$ cat config.mk
export PLATFORM = sky130hd
export DESIGN_NAME = tmr_pair
export DESIGN_NICKNAME = d
export VERILOG_FILES = /design/src/rtl/tmr_pkg.sv /design/src/rtl/tmr_tick_gen.sv /design/src/rtl/tmr_edge_sense.sv /design/src/rtl/tmr_count_core.sv /design/src/rtl/tmr_pair.sv
export SDC_FILE = /design/constraint.sdc
export NUM_CORES = 1
export LEC_CHECK = 0
export ABC_CLOCK_PERIOD_IN_PS = 2400
export BUFFER_PORTS_ARGS = -buffer_cell sky130_fd_sc_hd__buf_2
export CAP_MARGIN = 10
export CORE_ASPECT_RATIO = 0.9
export CORE_MARGIN = 2
export CORE_UTILIZATION = 57
export CTS_BUF_LIST = sky130_fd_sc_hd__clkbuf_16
export DETAILED_ROUTE_END_ITERATION = 8
export GPL_ROUTABILITY_DRIVEN = 0
export PLACE_DENSITY = 0.81
export SETUP_SLACK_MARGIN = 0.2
export SLEW_MARGIN = 10
export SYNTH_ARGS = -nofsm -noshare
export SYNTH_HDL_FRONTEND = slang
export SYNTH_SLANG_ARGS = --single-unit
$ cat constraint.sdc
create_clock -name clk -period 2.4 [get_ports clk]
set_input_delay 0.12 -clock clk [delete_from_list [all_inputs] [get_ports clk]]
set_output_delay 0.12 -clock clk [all_outputs]
set_load 0.03 [all_outputs]
$ cat src/rtl/tmr_pkg.sv
package tmr_pkg;
  typedef enum logic [1:0] {
    MD_13    = 2'b00,
    MD_16    = 2'b01,
    MD_RLD   = 2'b10,
    MD_SPLIT = 2'b11
  } tmr_mode_e;

  typedef struct packed {
    logic      gate;
    logic      ext;
    tmr_mode_e md;
  } tmr_cfg_t;

  localparam logic [2:0] ADR_CFG  = 3'd0;
  localparam logic [2:0] ADR_CTRL = 3'd1;
  localparam int unsigned ADR_CNT_BASE = 2;
endpackage

$ cat src/rtl/tmr_tick_gen.sv
module tmr_tick_gen #(
  parameter int unsigned TICK_DIV = 12
) (
  input  logic clk,
  input  logic rst_n,
  output logic tick
);
  localparam int unsigned CW = (TICK_DIV > 2) ? $clog2(TICK_DIV) : 1;
  localparam logic [CW-1:0] LAST = CW'(TICK_DIV - 1);

  logic [CW-1:0] div_q;

  assign tick = (div_q == LAST);

  always_ff @(posedge clk or negedge rst_n) begin
    if (!rst_n)    div_q <= '0;
    else if (tick) div_q <= '0;
    else           div_q <= div_q + 1'b1;
  end
endmodule

$ cat src/rtl/tmr_edge_sense.sv
module tmr_edge_sense (
  input  logic clk,
  input  logic rst_n,
  input  logic tick,
  input  logic pin,
  output logic fall
);
  logic smp_q, smp_d_q;

  always_ff @(posedge clk or negedge rst_n) begin
    if (!rst_n) begin
      smp_q   <= 1'b1;
      smp_d_q <= 1'b1;
    end else if (tick) begin
      smp_q   <= pin;
      smp_d_q <= smp_q;
    end
  end

  assign fall = tick & smp_d_q & ~smp_q;
endmodule

$ cat src/rtl/tmr_count_core.sv
module tmr_count_core
  import tmr_pkg::*;
#(
  parameter int unsigned BYTE_W   = 8,
  parameter int unsigned PRE_W    = 5,
  parameter bit          SPLIT_OK = 1'b1
) (
  input  tmr_mode_e         md,
  input  logic [BYTE_W-1:0] lo,
  input  logic [BYTE_W-1:0] hi,
  input  logic              en,
  input  logic              en_hi,
  output logic [BYTE_W-1:0] lo_n,
  output logic [BYTE_W-1:0] hi_n,
  output logic              ovf,
  output logic              ovf_hi
);
  always_comb begin
    lo_n   = lo;
    hi_n   = hi;
    ovf    = 1'b0;
    ovf_hi = 1'b0;
    unique case (md)
      MD_13: begin
        if (en) begin
          if (&lo[PRE_W-1:0]) begin
            lo_n[PRE_W-1:0] = '0;
            hi_n            = hi + 1'b1;
            ovf             = &hi;
          end else begin
            lo_n[PRE_W-1:0] = lo[PRE_W-1:0] + 1'b1;
          end
        end
      end
      MD_16: begin
        if (en) begin
          {hi_n, lo_n} = {hi, lo} + 1'b1;
          ovf          = &{hi, lo};
        end
      end
      MD_RLD: begin
        if (en) begin
          if (&lo) begin
            lo_n = hi;
            ovf  = 1'b1;
          end else begin
            lo_n = lo + 1'b1;
          end
        end
      end
      MD_SPLIT: begin
        if (SPLIT_OK) begin
          if (en) begin
            lo_n = lo + 1'b1;
            ovf  = &lo;
          end
          if (en_hi) begin
            hi_n   = hi + 1'b1;
            ovf_hi = &hi;
          end
        end
      end
      default: ;
    endcase
  end
endmodule

$ cat src/rtl/tmr_pair.sv
module tmr_pair
  import tmr_pkg::*;
#(
  parameter int unsigned TICK_DIV = 12,
  parameter int unsigned BYTE_W   = 8,
  parameter int unsigned PRE_W    = 5
) (
  input  logic                clk,
  input  logic                rst_n,
  input  logic                wr_en,
  input  logic [2:0]          wr_addr,
  input  logic [7:0]          wr_data,
  input  logic [1:0]          ack,
  input  logic [1:0]          gate_in,
  input  logic [1:0]          ext_in,
  output logic [7:0]          cfg_q,
  output logic [3:0]          ctrl_q,
  output logic [2*BYTE_W-1:0] cnt0,
  output logic [2*BYTE_W-1:0] cnt1,
  output logic                ovf_pulse1
);
  localparam int unsigned NTMR = 2;

  logic tick;
  logic split0;
  logic [NTMR-1:0] ovf_main;
  logic [NTMR-1:0] ovf_hi;
  logic [NTMR-1:0][2*BYTE_W-1:0] cnt_all;

  tmr_tick_gen #(.TICK_DIV(TICK_DIV)) u_tick (
    .clk  (clk),
    .rst_n(rst_n),
    .tick (tick)
  );

  assign split0 = (tmr_mode_e'(cfg_q[1:0]) == MD_SPLIT);

  for (genvar i = 0; i < NTMR; i++) begin : g_tmr
    localparam logic [2:0] A_LO = 3'(ADR_CNT_BASE + 2 * i);
    localparam logic [2:0] A_HI = 3'(ADR_CNT_BASE + 2 * i + 1);

    tmr_cfg_t          cfg;
    logic              fall, run_bit, allow, src, en, en_hi;
    logic [BYTE_W-1:0] lo_r, hi_r, lo_n, hi_n;
    logic              ovf, ovf_h;

    assign cfg = tmr_cfg_t'(cfg_q[4*i +: 4]);

    tmr_edge_sense u_edge (
      .clk  (clk),
      .rst_n(rst_n),
      .tick (tick),
      .pin  (ext_in[i]),
      .fall (fall)
    );

    assign run_bit = (i == 1) ? (split0 | ctrl_q[2*i]) : ctrl_q[2*i];
    assign allow   = run_bit & (~cfg.gate | gate_in[i]);
    assign src     = cfg.ext ? fall : tick;
    assign en      = allow & src;
    assign en_hi   = (i == 0) ? (split0 & ctrl_q[2] & tick) : 1'b0;

    tmr_count_core #(
      .BYTE_W  (BYTE_W),
      .PRE_W   (PRE_W),
      .SPLIT_OK(i == 0)
    ) u_core (
      .md    (cfg.md),
      .lo    (lo_r),
      .hi    (hi_r),
      .en    (en),
      .en_hi (en_hi),
      .lo_n  (lo_n),
      .hi_n  (hi_n),
      .ovf   (ovf),
      .ovf_hi(ovf_h)
    );

    always_ff @(posedge clk or negedge rst_n) begin
      if (!rst_n)                         lo_r <= '0;
      else if (wr_en && wr_addr == A_LO)  lo_r <= wr_data[BYTE_W-1:0];
      else                                lo_r <= lo_n;
    end

    always_ff @(posedge clk or negedge rst_n) begin
      if (!rst_n)                         hi_r <= '0;
      else if (wr_en && wr_addr == A_HI)  hi_r <= wr_data[BYTE_W-1:0];
      else                                hi_r <= hi_n;
    end

    assign cnt_all[i]  = {hi_r, lo_r};
    assign ovf_main[i] = ovf;
    assign ovf_hi[i]   = ovf_h;
  end

  assign cnt0 = cnt_all[0];
  assign cnt1 = cnt_all[1];

  logic set0, set1;
  logic [3:0] ctrl_n;

  assign set0 = ovf_main[0];
  assign set1 = split0 ? ovf_hi[0] : ovf_main[1];

  always_comb begin
    ctrl_n = ctrl_q;
    if (wr_en && wr_addr == ADR_CTRL) ctrl_n = wr_data[3:0];
    if (ack[0]) ctrl_n[1] = 1'b0;
    if (ack[1]) ctrl_n[3] = 1'b0;
    if (set0)   ctrl_n[1] = 1'b1;
    if (set1)   ctrl_n[3] = 1'b1;
  end

  always_ff @(posedge clk or negedge rst_n) begin
    if (!rst_n) begin
      cfg_q      <= '0;
      ctrl_q     <= '0;
      ovf_pulse1 <= 1'b0;
    end else begin
      if (wr_en && wr_addr == ADR_CFG) cfg_q <= wr_data;
      ctrl_q     <= ctrl_n;
      ovf_pulse1 <= ovf_main[1];
    end
  end
endmodule

After elaboration in Yosys (flattened, before gate mapping)
Index checks and enable logic that the tools add are counted.
- bits in read-only memories: 0
- bits in registers: 53
- input bits: 20
- memories kept: 0
- bits in latches: 0
- logic and storage cells: 148
- memory bits (writable): 0
- output and inout port bits: 45
- bitwise gates (word level): 17
- magnitude comparators: 0
- reduce and logical (&&, ||, !) cells: 30
- $mul: 0
- divide/modulo/power cells: 0
- equality and inequality tests: 25
- muxes and demuxes: 51
- shift-type cells: 0
- add/subtract/negate cells: 9
- operators by type and width (cell ; count):
    two-way mux 8 bit ; 18
    adder 16 x 1 -> 16 bit, second input constant ; 2
    adder 8 x 1 -> 8 bit, second input constant ; 4
    AND reduction 16 bit ; 2
    AND reduction 8 bit ; 4
    != test 3 bit, second input constant ; 10
    case mux 8 bit (3 select lines) ; 1
    two-way mux 5 bit ; 4
    case mux 5 bit (4 select lines) ; 1
    two-way mux 1 bit ; 19
    case mux 8 bit (2 select lines) ; 1
    AND reduction 4 bit ; 4
    case mux 5 bit (3 select lines) ; 1
    AND reduction 5 bit ; 3
    nonzero test 3 bit ; 4
    nonzero test 4 bit ; 3
    adder 5 x 1 -> 5 bit, second input constant ; 2
    bitwise AND 1 bit ; 10
    case mux 3 bit (3 select lines) ; 1
    two-way mux 4 bit ; 2
    equality test 2 bit, second input constant ; 3
    equality test 3 x 2 -> 1 bit, second input constant ; 2
    equality test 3 bit, second input constant ; 2
    logical AND 1 bit ; 6
    14 further kinds ; 23

Longest topological paths before layout
Gate-level depths: netlist of run 1.
- word-level depth: 9
- mapped depth: 9
- gate-level depth less buffers: 8

By module
A second synthesis of run 1 with hierarchy kept.
- cell total of the unflattened synthesis: 413
- area, all modules: 3913.8 um^2
- by module, submodules not included (module ; area an instance (um^2) ; times used ; cells each ; sequential area each (um^2)):
    tmr_pair ; 1801.7 ; 1 ; 115 ; 1126.1
    tmr_count_core at g_tmr[1].u_core ; 894.6 ; 1 ; 132 ; 0.0
    tmr_count_core at g_tmr[0].u_core ; 867.1 ; 1 ; 142 ; 0.0
    tmr_tick_gen ; 180.2 ; 1 ; 14 ; 100.1
    tmr_edge_sense ; 85.1 ; 2 ; 5 ; 52.6

Worst setup path after synthesis of run 1
No wires, ideal clock.
- path type: reg-to-reg
- from: register cfg_q[1]
- to: register g_tmr[0].hi_r[4]
- library setup time: 0.135 ns
- cell stages (with the launch flop): 10
- slack: 0.169 ns
- clock period less this slack: 2.231 ns
- arrival: 2.097 ns
- buffers on the path: 2
- cell sequence: dfrtp_1 -> inv_1 -> ha_1 -> clkbuf_1 -> nor2_1 -> o2bb2ai_1 -> a21oi_1 -> clkbuf_1 -> a2bb2oi_1 -> o211ai_1
- word-level cells in the longest chain between the ends: 5
- elaborated cells between the ends (all ways): 13
- classes of those cells: eq/ne (6); mux (2); bitwise (2); reduce/logical (3)
- ends and longest elaborated chain (what ; RTL line ; source):
    start, declared ; tmr_pair.sv:16 ; output logic [7:0] cfg_q,
    start signal, assigned ; tmr_pair.sv:120 ; if (wr_en && wr_addr == ADR_CFG) cfg_q <= wr_data;
    equality test 2 bit ; tmr_count_core.sv:23, tmr_pair.sv:36 ;
    bitwise AND 1 bit (2 in series) ; tmr_pair.sv:61 ; assign en_hi = (i == 0) ? (split0 & ctrl_q[2] & tick) : 1'b0;
    != test 3 x 1 -> 1 bit (no source line) ; n/a ;
    AND reduction 5 bit (no source line) ; n/a ;
    end signal, assigned ; tmr_pair.sv:87 ; else if (wr_en && wr_addr == A_HI) hi_r <= wr_data[BYTE_W-1:0];
    end signal, assigned ; tmr_pair.sv:88 ; else hi_r <= hi_n;
    end, declared ; tmr_pair.sv:44 ; logic [BYTE_W-1:0] lo_r, hi_r, lo_n, hi_n;
Parallel ways exist; a longest one is shown, timed or not.
A chain may end at the register's enable or synchronous reset.

Final worst setup path of run 1
- from: register g_tmr[1].lo_r[0]
- to: register g_tmr[1].hi_r[5]
- word-level cells in the longest chain between the ends: 4
- elaborated cells between the ends (all ways): 7
- classes of those cells: add/sub (1); eq/ne (1); mux (3); reduce/logical (2)
- ends and longest elaborated chain (what ; RTL line ; source):
    start, declared ; tmr_pair.sv:44 ;
    start signal, assigned ; tmr_pair.sv:81 ; else if (wr_en && wr_addr == A_LO) lo_r <= wr_data[BYTE_W-1:0];
    start signal, assigned ; tmr_pair.sv:82 ; else lo_r <= lo_n;
    adder 16 x 1 -> 16 bit ; tmr_count_core.sv:37 ; {hi_n, lo_n} = {hi, lo} + 1'b1;
    two-way mux 8 bit ; tmr_count_core.sv:36 ; if (en) begin
    case mux 8 bit (2 select lines) ; tmr_count_core.sv:23 ; unique case (md)
    two-way mux 8 bit ; tmr_pair.sv:87 ;
    end signal, assigned ; tmr_pair.sv:87 ;
    end signal, assigned ; tmr_pair.sv:88 ;
    end, declared ; tmr_pair.sv:44 ;
Parallel ways exist; a longest one is shown, timed or not. The select of a mux whose other input is x is not followed.

==> results.md, run 1 <==
* Status: complete, no violations
* Period Utilization, post-route at 0.896
* Worst-Margin Slew at 664 ps
* Crit Path Max Fanout at 7
* Vias in the first global route at 3,464
* Max Root-Sink Buffers at 2
* Most common cell after layout, fill and taps aside: buf_2
* CTS root buffer: clkbuf_16
* # rows at 27
* Dominant synthesized flop cell: dfrtp_1
* Hold WS at 14.4 ps
* P_leak at 1.93 nW
* Syn Inst Count at 420
* # nets final at 530
* Logic pwr share at 0.484
* Syn nets at 455
* Starting density of the core at 0.593
* Detailed Route WL at 11,000 microns
* Critical Path Sink Type: flip-flop
* Worst skew pair latency at 290 ps
* IO buf count at 64
* Pins Over Slew Limit at 0
* Area growth syn-to-layout at 20.2%
* Vias at 3,777
* Final setup margin at 249 ps
* Critical Path AT at 2360 ps
* Core area at 0.00615 sq mm
* Initial antenna violation count at 0
* DR vias/cell at 6.48
* Fillers at 500
* Critical path required time at 2610 ps
* Pwr Total at 4.35 mW
* Ant diodes at 0
* Setup TNS at 0 ps
* Grt ovf at 0
* DP HPWL at 7840 microns
* Final hold violations at 0
* Critical path class: reg2reg
* Ports at 65
* Max_slew headroom at 0.557
* Worst setup SP type: flip-flop
* Die ar. at 0.00706 sq mm
* Switching Fraction at 0.477
* Mapped cell area at 0.00365 sq mm
* Die Span Y at 79.9 microns
* Post-route DRC at 0
* Max-cap violations at 0
* Worst Skew at 6.44 ps
* VDD IR max at 0.444 mV
* Final min period at 2150 ps
* Synthesis Warnings at 0
* Final Util at 0.713
* First-pass GRT wire length at 17,200 microns
* Die width at 88.3 microns
* Register area share after synthesis at 0.365
* Largest net degree at the start of global routing at 28
* EDFF count, synth at 0
* Switching Power at 2.07 mW
* Most frequent cells in the layout: buf_2, nand2_1, dfrtp_1
* Gr usage total at 0.314
* CTS tree: built
* TritonRoute pass-1 iters at 5
* Clk network pwr share at 0.167
* Yosys reg bits at 53
* Synthesized area per cell at 8.68 sq um
* Clock Sinks at 53
* Synth cell types at 57
* Layout cells sized above 1 at 0.246
* RSZ-0062 raised after global routing: true
* Post-synth ARST share at 1.00
* Flop pwr share at 0.349
* F_max at 465 MHz
* Antenna-violating nets left at 0
* Setup violators final at 0
* Cts bufs inserted at 5
* DR WL/cell at 18.8 microns
* First DRT Iteration DRCs at 505
* Internal at 2.28 mW
* Max H-tree Level at 2
* Hold crit path type: in2reg
* Reg clk slew, reported paths at 70 ps
* Worst slack, placed at 159 ps
* Pwr Density at 993 mW/mm^2
==> through the flow <==
step	instance area [sq um]	cells
6_report	4380	583
5_1_grt	4380	583
4_1_cts	4310	579
3_5_place_dp	4150	570
3_3_place_gp	4150	570
2_1_floorplan	3650	420
==> worst paths after layout <==
kind / from / endpoint / slack [ps] / cells past startpoint
hold reg to reg: u_tick.div_q[0] / u_tick.div_q[0] / 460 / 1
setup reg to reg: g_tmr[1].lo_r[0] / g_tmr[1].hi_r[5] / 250 / 7
max in group asynchronous: rst_n / g_tmr[0].u_edge.smp_d_q / 1360 / 3
setup / recovery: g_tmr[1].lo_r[0] / g_tmr[1].hi_r[5] / 250 / 7
hold / removal: ext_in[0] / g_tmr[0].u_edge.smp_q / 10 / 3
min in group asynchronous: rst_n / cfg_q[5] / 390 / 2
==> per-layer routing <==
metal	share of wire	global-route usage	wire length, microns	vias to the layer above
li1	-	-	-	1733
met1	0.45	0.462	4920	1809
met2	0.45	0.464	4950	215
met3	0.083	0.0496	914	20
met4	0.019	0.115	210	0
met5	0	0	0	-
==> synth_stat cells (9+ instances only) <==
library cell	n	area [sq um]
nand2_1	53	199
dfrtp_1	49	1230
o21ai_0	32	160
nor2_1	30	113
a21oi_1	17	85.1
inv_1	17	63.8
clkbuf_1	16	60.1
ha_1	15	188
nand4_1	12	75.1
o31ai_1	12	90.1
and3_1	11	68.8
nand3_1	11	55.1
nor3_1	10	50.1
o211ai_1	10	75.1
mux2_2	9	101
==> state kept, by name, indices dropped and copies added, names as in the netlist <==
name	count
g_tmr.hi_r	16
g_tmr.lo_r	16
cfg_q	8
ctrl_q	4
u_tick.div_q	4
g_tmr.u_edge.smp_d_q	2
g_tmr.u_edge.smp_q	2
ovf_pulse1	1
==> timing repair <==
action                                  in CTS  in global routing
endpoints found under the hold margin       26                  0
gates resized for setup                      1                 11
buffers inserted                             0                  4
endpoints found under the setup margin       1                 20
pin swaps                                    0                  2
hold buffers                                 1                  0
==> cell families after synthesis <==
family	after synthesis	synth area share
AOI/OAI and AO/OA	117	0.225
adders and majority gates	15	0.0515
xor gates and xnor gates	12	0.0288
and+or+nand+nor	175	0.254
DFF	53	0.365
muxes	13	0.0388
buffers and inverters	35	0.0367
==> worst max-delay path, cell delays in order, from the launching register on <==
cell     delay [ps]
dfrtp_1         460
ha_2            260
and3_1          170
ha_1            180
mux2_2          230
nand4_1         210
or3_1           370
a31oi_1         190
==> power by group through the flow <==
stage	Sequential (mW)	Clock [mW]	Combinational, mW
6_report	1.52	0.726	2.11
5_1_grt	1.55	0.775	2.29
4_1_cts	1.50	0.739	2.03
3_5_place_dp	1.51	0	2.02
3_3_place_gp	1.50	0	1.96
2_1_floorplan	1.87	0	0.993
==> cell type report <==
type / instances / area (sq um) / area share
clock buffer: 5 / 125 / 0.0285
sequential: 53 / 1330 / 0.304
inverter: 17 / 63.8 / 0.0146
tap: 87 / 109 / 0.0248
timing repair buffer: 86 / 500 / 0.114
clock inverter: 3 / 22.5 / 0.00514
multi-input combinational: 332 / 2230 / 0.509
Note: power is estimated with default switching activity, not from simulation.
==> inputs of run 2 (changes only) <==
--- a/config.mk
+++ b/config.mk
@@ -15,6 +15,7 @@
 export DETAILED_ROUTE_END_ITERATION = 8
 export GPL_ROUTABILITY_DRIVEN = 0
 export PLACE_DENSITY = 0.81
+export RECOVER_POWER = 50
 export SETUP_SLACK_MARGIN = 0.2
 export SLEW_MARGIN = 10
 export SYNTH_ARGS = -nofsm -noshare
==> run 2 against run 1 <==
The run now ends with capacitance limit, slew limit left. Worst setup slack improved by 12 ps. Cell count did not move. Sequential power barely moved. Die area did not move. First-iteration DRC count rose by 13%. Global-route usage did not move. Clock skew barely moved. Power fell by 0.78%. Via count fell by 1.2%. Combinational power fell by 2%. Clock power barely moved.
==> results.md, run 2 (synthesis gave the netlist of run 1 again) <==
* Critical Path AT at 2350 ps
* Pins Over Slew Limit at 27
* Slowest CP cell: dfrtp_1
* Post-route DRC at 0
* CP max stage delay at 470 ps
* Ant diodes at 0
* Critical path class: reg2reg
* Met2 Resource Use GR at 0.464
* Critical path required time at 2610 ps
* Logic pwr share at 0.481
* Pwr Total at 4.32 mW
* Period Utilization, post-route at 0.891
* Final hold violations at 0
* F_max at 467 MHz
* Most frequent cells in the layout: nand2_1, dfrtp_1, buf_2
* Critical Path Sink Type: flip-flop
* Pwr Density at 993 mW/mm^2
* Core area at 0.00615 sq mm
* Post-Layout Cell Count at 583
* Crit Path Max Fanout at 7
* Max-cap violations at 1
* # rows at 27
* Max H-tree Level at 2
* Hold Path Origin: ext_in[0]
* Hold EP: g_tmr[0].u_edge.smp_q
* Cell depth of the worst hold path at 3
* Final min period at 2140 ps
* GR Layer Usage met1 at 0.462
* Internal at 2.25 mW
* Switching Fraction at 0.479
* RSZ-0062 raised after global routing: true
* Antenna-violating nets left at 0
* Clk network pwr share at 0.168
* Cts bufs inserted at 5
* Worst skew pair latency at 290 ps
* Clock Sinks at 53
* Ports at 65
* Flop pwr share at 0.352
* Reg clk slew, reported paths at 70 ps
* Die Span Y at 79.9 microns
* DR WL/cell at 18.7 microns
* Worst Skew at 6.09 ps
* DP HPWL at 7840 microns
* Final Util at 0.707
* # nets final at 530
* CTS root buffer: clkbuf_16
* DR vias/cell at 6.40
* Status: finished with violations
* Reg-to-Reg Start: g_tmr[1].lo_r[0]
* Gr usage total at 0.314
* Vias at 3,733
* Starting density of the core at 0.593
* IO buf count at 64
* Hold crit path type: in2reg
* Busiest grt layer: met2
* TritonRoute pass-1 iters at 5
* Switching Power at 2.07 mW
* Worst setup SP type: flip-flop
* Placed Instances at 570
* Worst-Margin Slew at 1610 ps
* Grt ovf at 0
* Setup TNS at 0 ps
* First DRT Iteration DRCs at 569
* Crit path cell chain: ha_2 -> and3_1 -> ha_1 -> mux2_2 -> nand4_1 -> or3_1 -> a31oi_1
* Initial antenna violation count at 0
* Max Root-Sink Buffers at 2
* Most common cell after layout, fill and taps aside: nand2_1
* Layout cells sized above 1 at 0.198
* Max_slew headroom at -0.0717
* P_leak at 1.85 nW
* Die ar. at 0.00706 sq mm
* Largest registers: g_tmr.hi_r x16, g_tmr.lo_r x16, cfg_q x8
* Met3 Usage GRT at 0.0496
* FF-to-FF setup slack at 260 ps
* Setup violators final at 0
* Failing checks: capacitance limit, slew limit
* First-pass GRT wire length at 17,200 microns
* Area growth syn-to-layout at 19.1%
* Placed inst area at 0.00415 sq mm
* Detailed Route WL at 10,900 microns
* FF-to-FF End: g_tmr[1].hi_r[5]
* Largest net degree at the start of global routing at 28
* Die width at 88.3 microns
* Final Instance Area at 0.00435 sq mm
* CTS tree: built
* VDD IR max at 0.435 mV
* Vias in the first global route at 3,464
* R2r worst-path depth at 7
==> run 2: repair_timing <==
item	CTS	global route
pin swaps	0	2
gates resized for setup	1	11
hold buffers	1	0
setup endpoints to repair	1	20
setup buffers	0	4
endpoints found under the hold margin	26	0
==> run 2: worst max-delay path by stage <==
stage	from	endpoint	slack, ps	cells after the start
3_5_place_dp	g_tmr[0].lo_r[0]	g_tmr[0].lo_r[1]	160	6
6_report	g_tmr[1].lo_r[0]	g_tmr[1].hi_r[5]	260	7
5_1_grt	g_tmr[1].lo_r[0]	g_tmr[1].hi_r[5]	110	7
4_1_cts	g_tmr[1].lo_r[0]	g_tmr[1].hi_r[5]	210	7
2_1_floorplan	cfg_q[1]	g_tmr[0].hi_r[4]	240	9
3_3_place_gp	g_tmr[0].lo_r[0]	g_tmr[0].lo_r[1]	260	6
==> run 2: power groups by stage <==
stage | clock (mW) | sequential [mW] | combinational (mW)
3_5_place_dp | 0 | 1.51 | 2.02
6_report | 0.724 | 1.52 | 2.07
5_1_grt | 0.775 | 1.56 | 2.26
2_1_floorplan | 0 | 1.87 | 0.993
3_3_place_gp | 0 | 1.50 | 1.96
4_1_cts | 0.739 | 1.50 | 2.03
==> run 2: final cells by class <==
class | count | area, sq um
Clock buffer | 5 | 125
Clock inverter | 3 | 22.5
Fill cell | 513 | 1800
Inverter | 17 | 63.8
Multi-Input combinational cell | 332 | 2220
Sequential cell | 53 | 1330
Tap cell | 87 | 109
Timing Repair Buffer | 86 | 469
==> run 2: critical path, delay by kind of cell (launching register included) <==
kind | cells | cell delay, ps
simple gates | 3 | 730
compound gates | 1 | 190
flops | 1 | 470
fa+ha+maj | 2 | 450
mux | 1 | 220
==> run 2: stage by stage <==
step                      worst slack (ps)  hold WS (ps)
after floorplan                        242          -176
after global placement                 261           173
after detailed placement               159           186
after CTS                              213          12.9
after global routing                   107          23.7
final                                  260          15.0
==> run 2: layer usage <==
layer	vias up	routed length (microns)
met5	-	0
met4	0	229
li1	1724	-
met1	1771	4890
met2	216	4900
met3	22	873
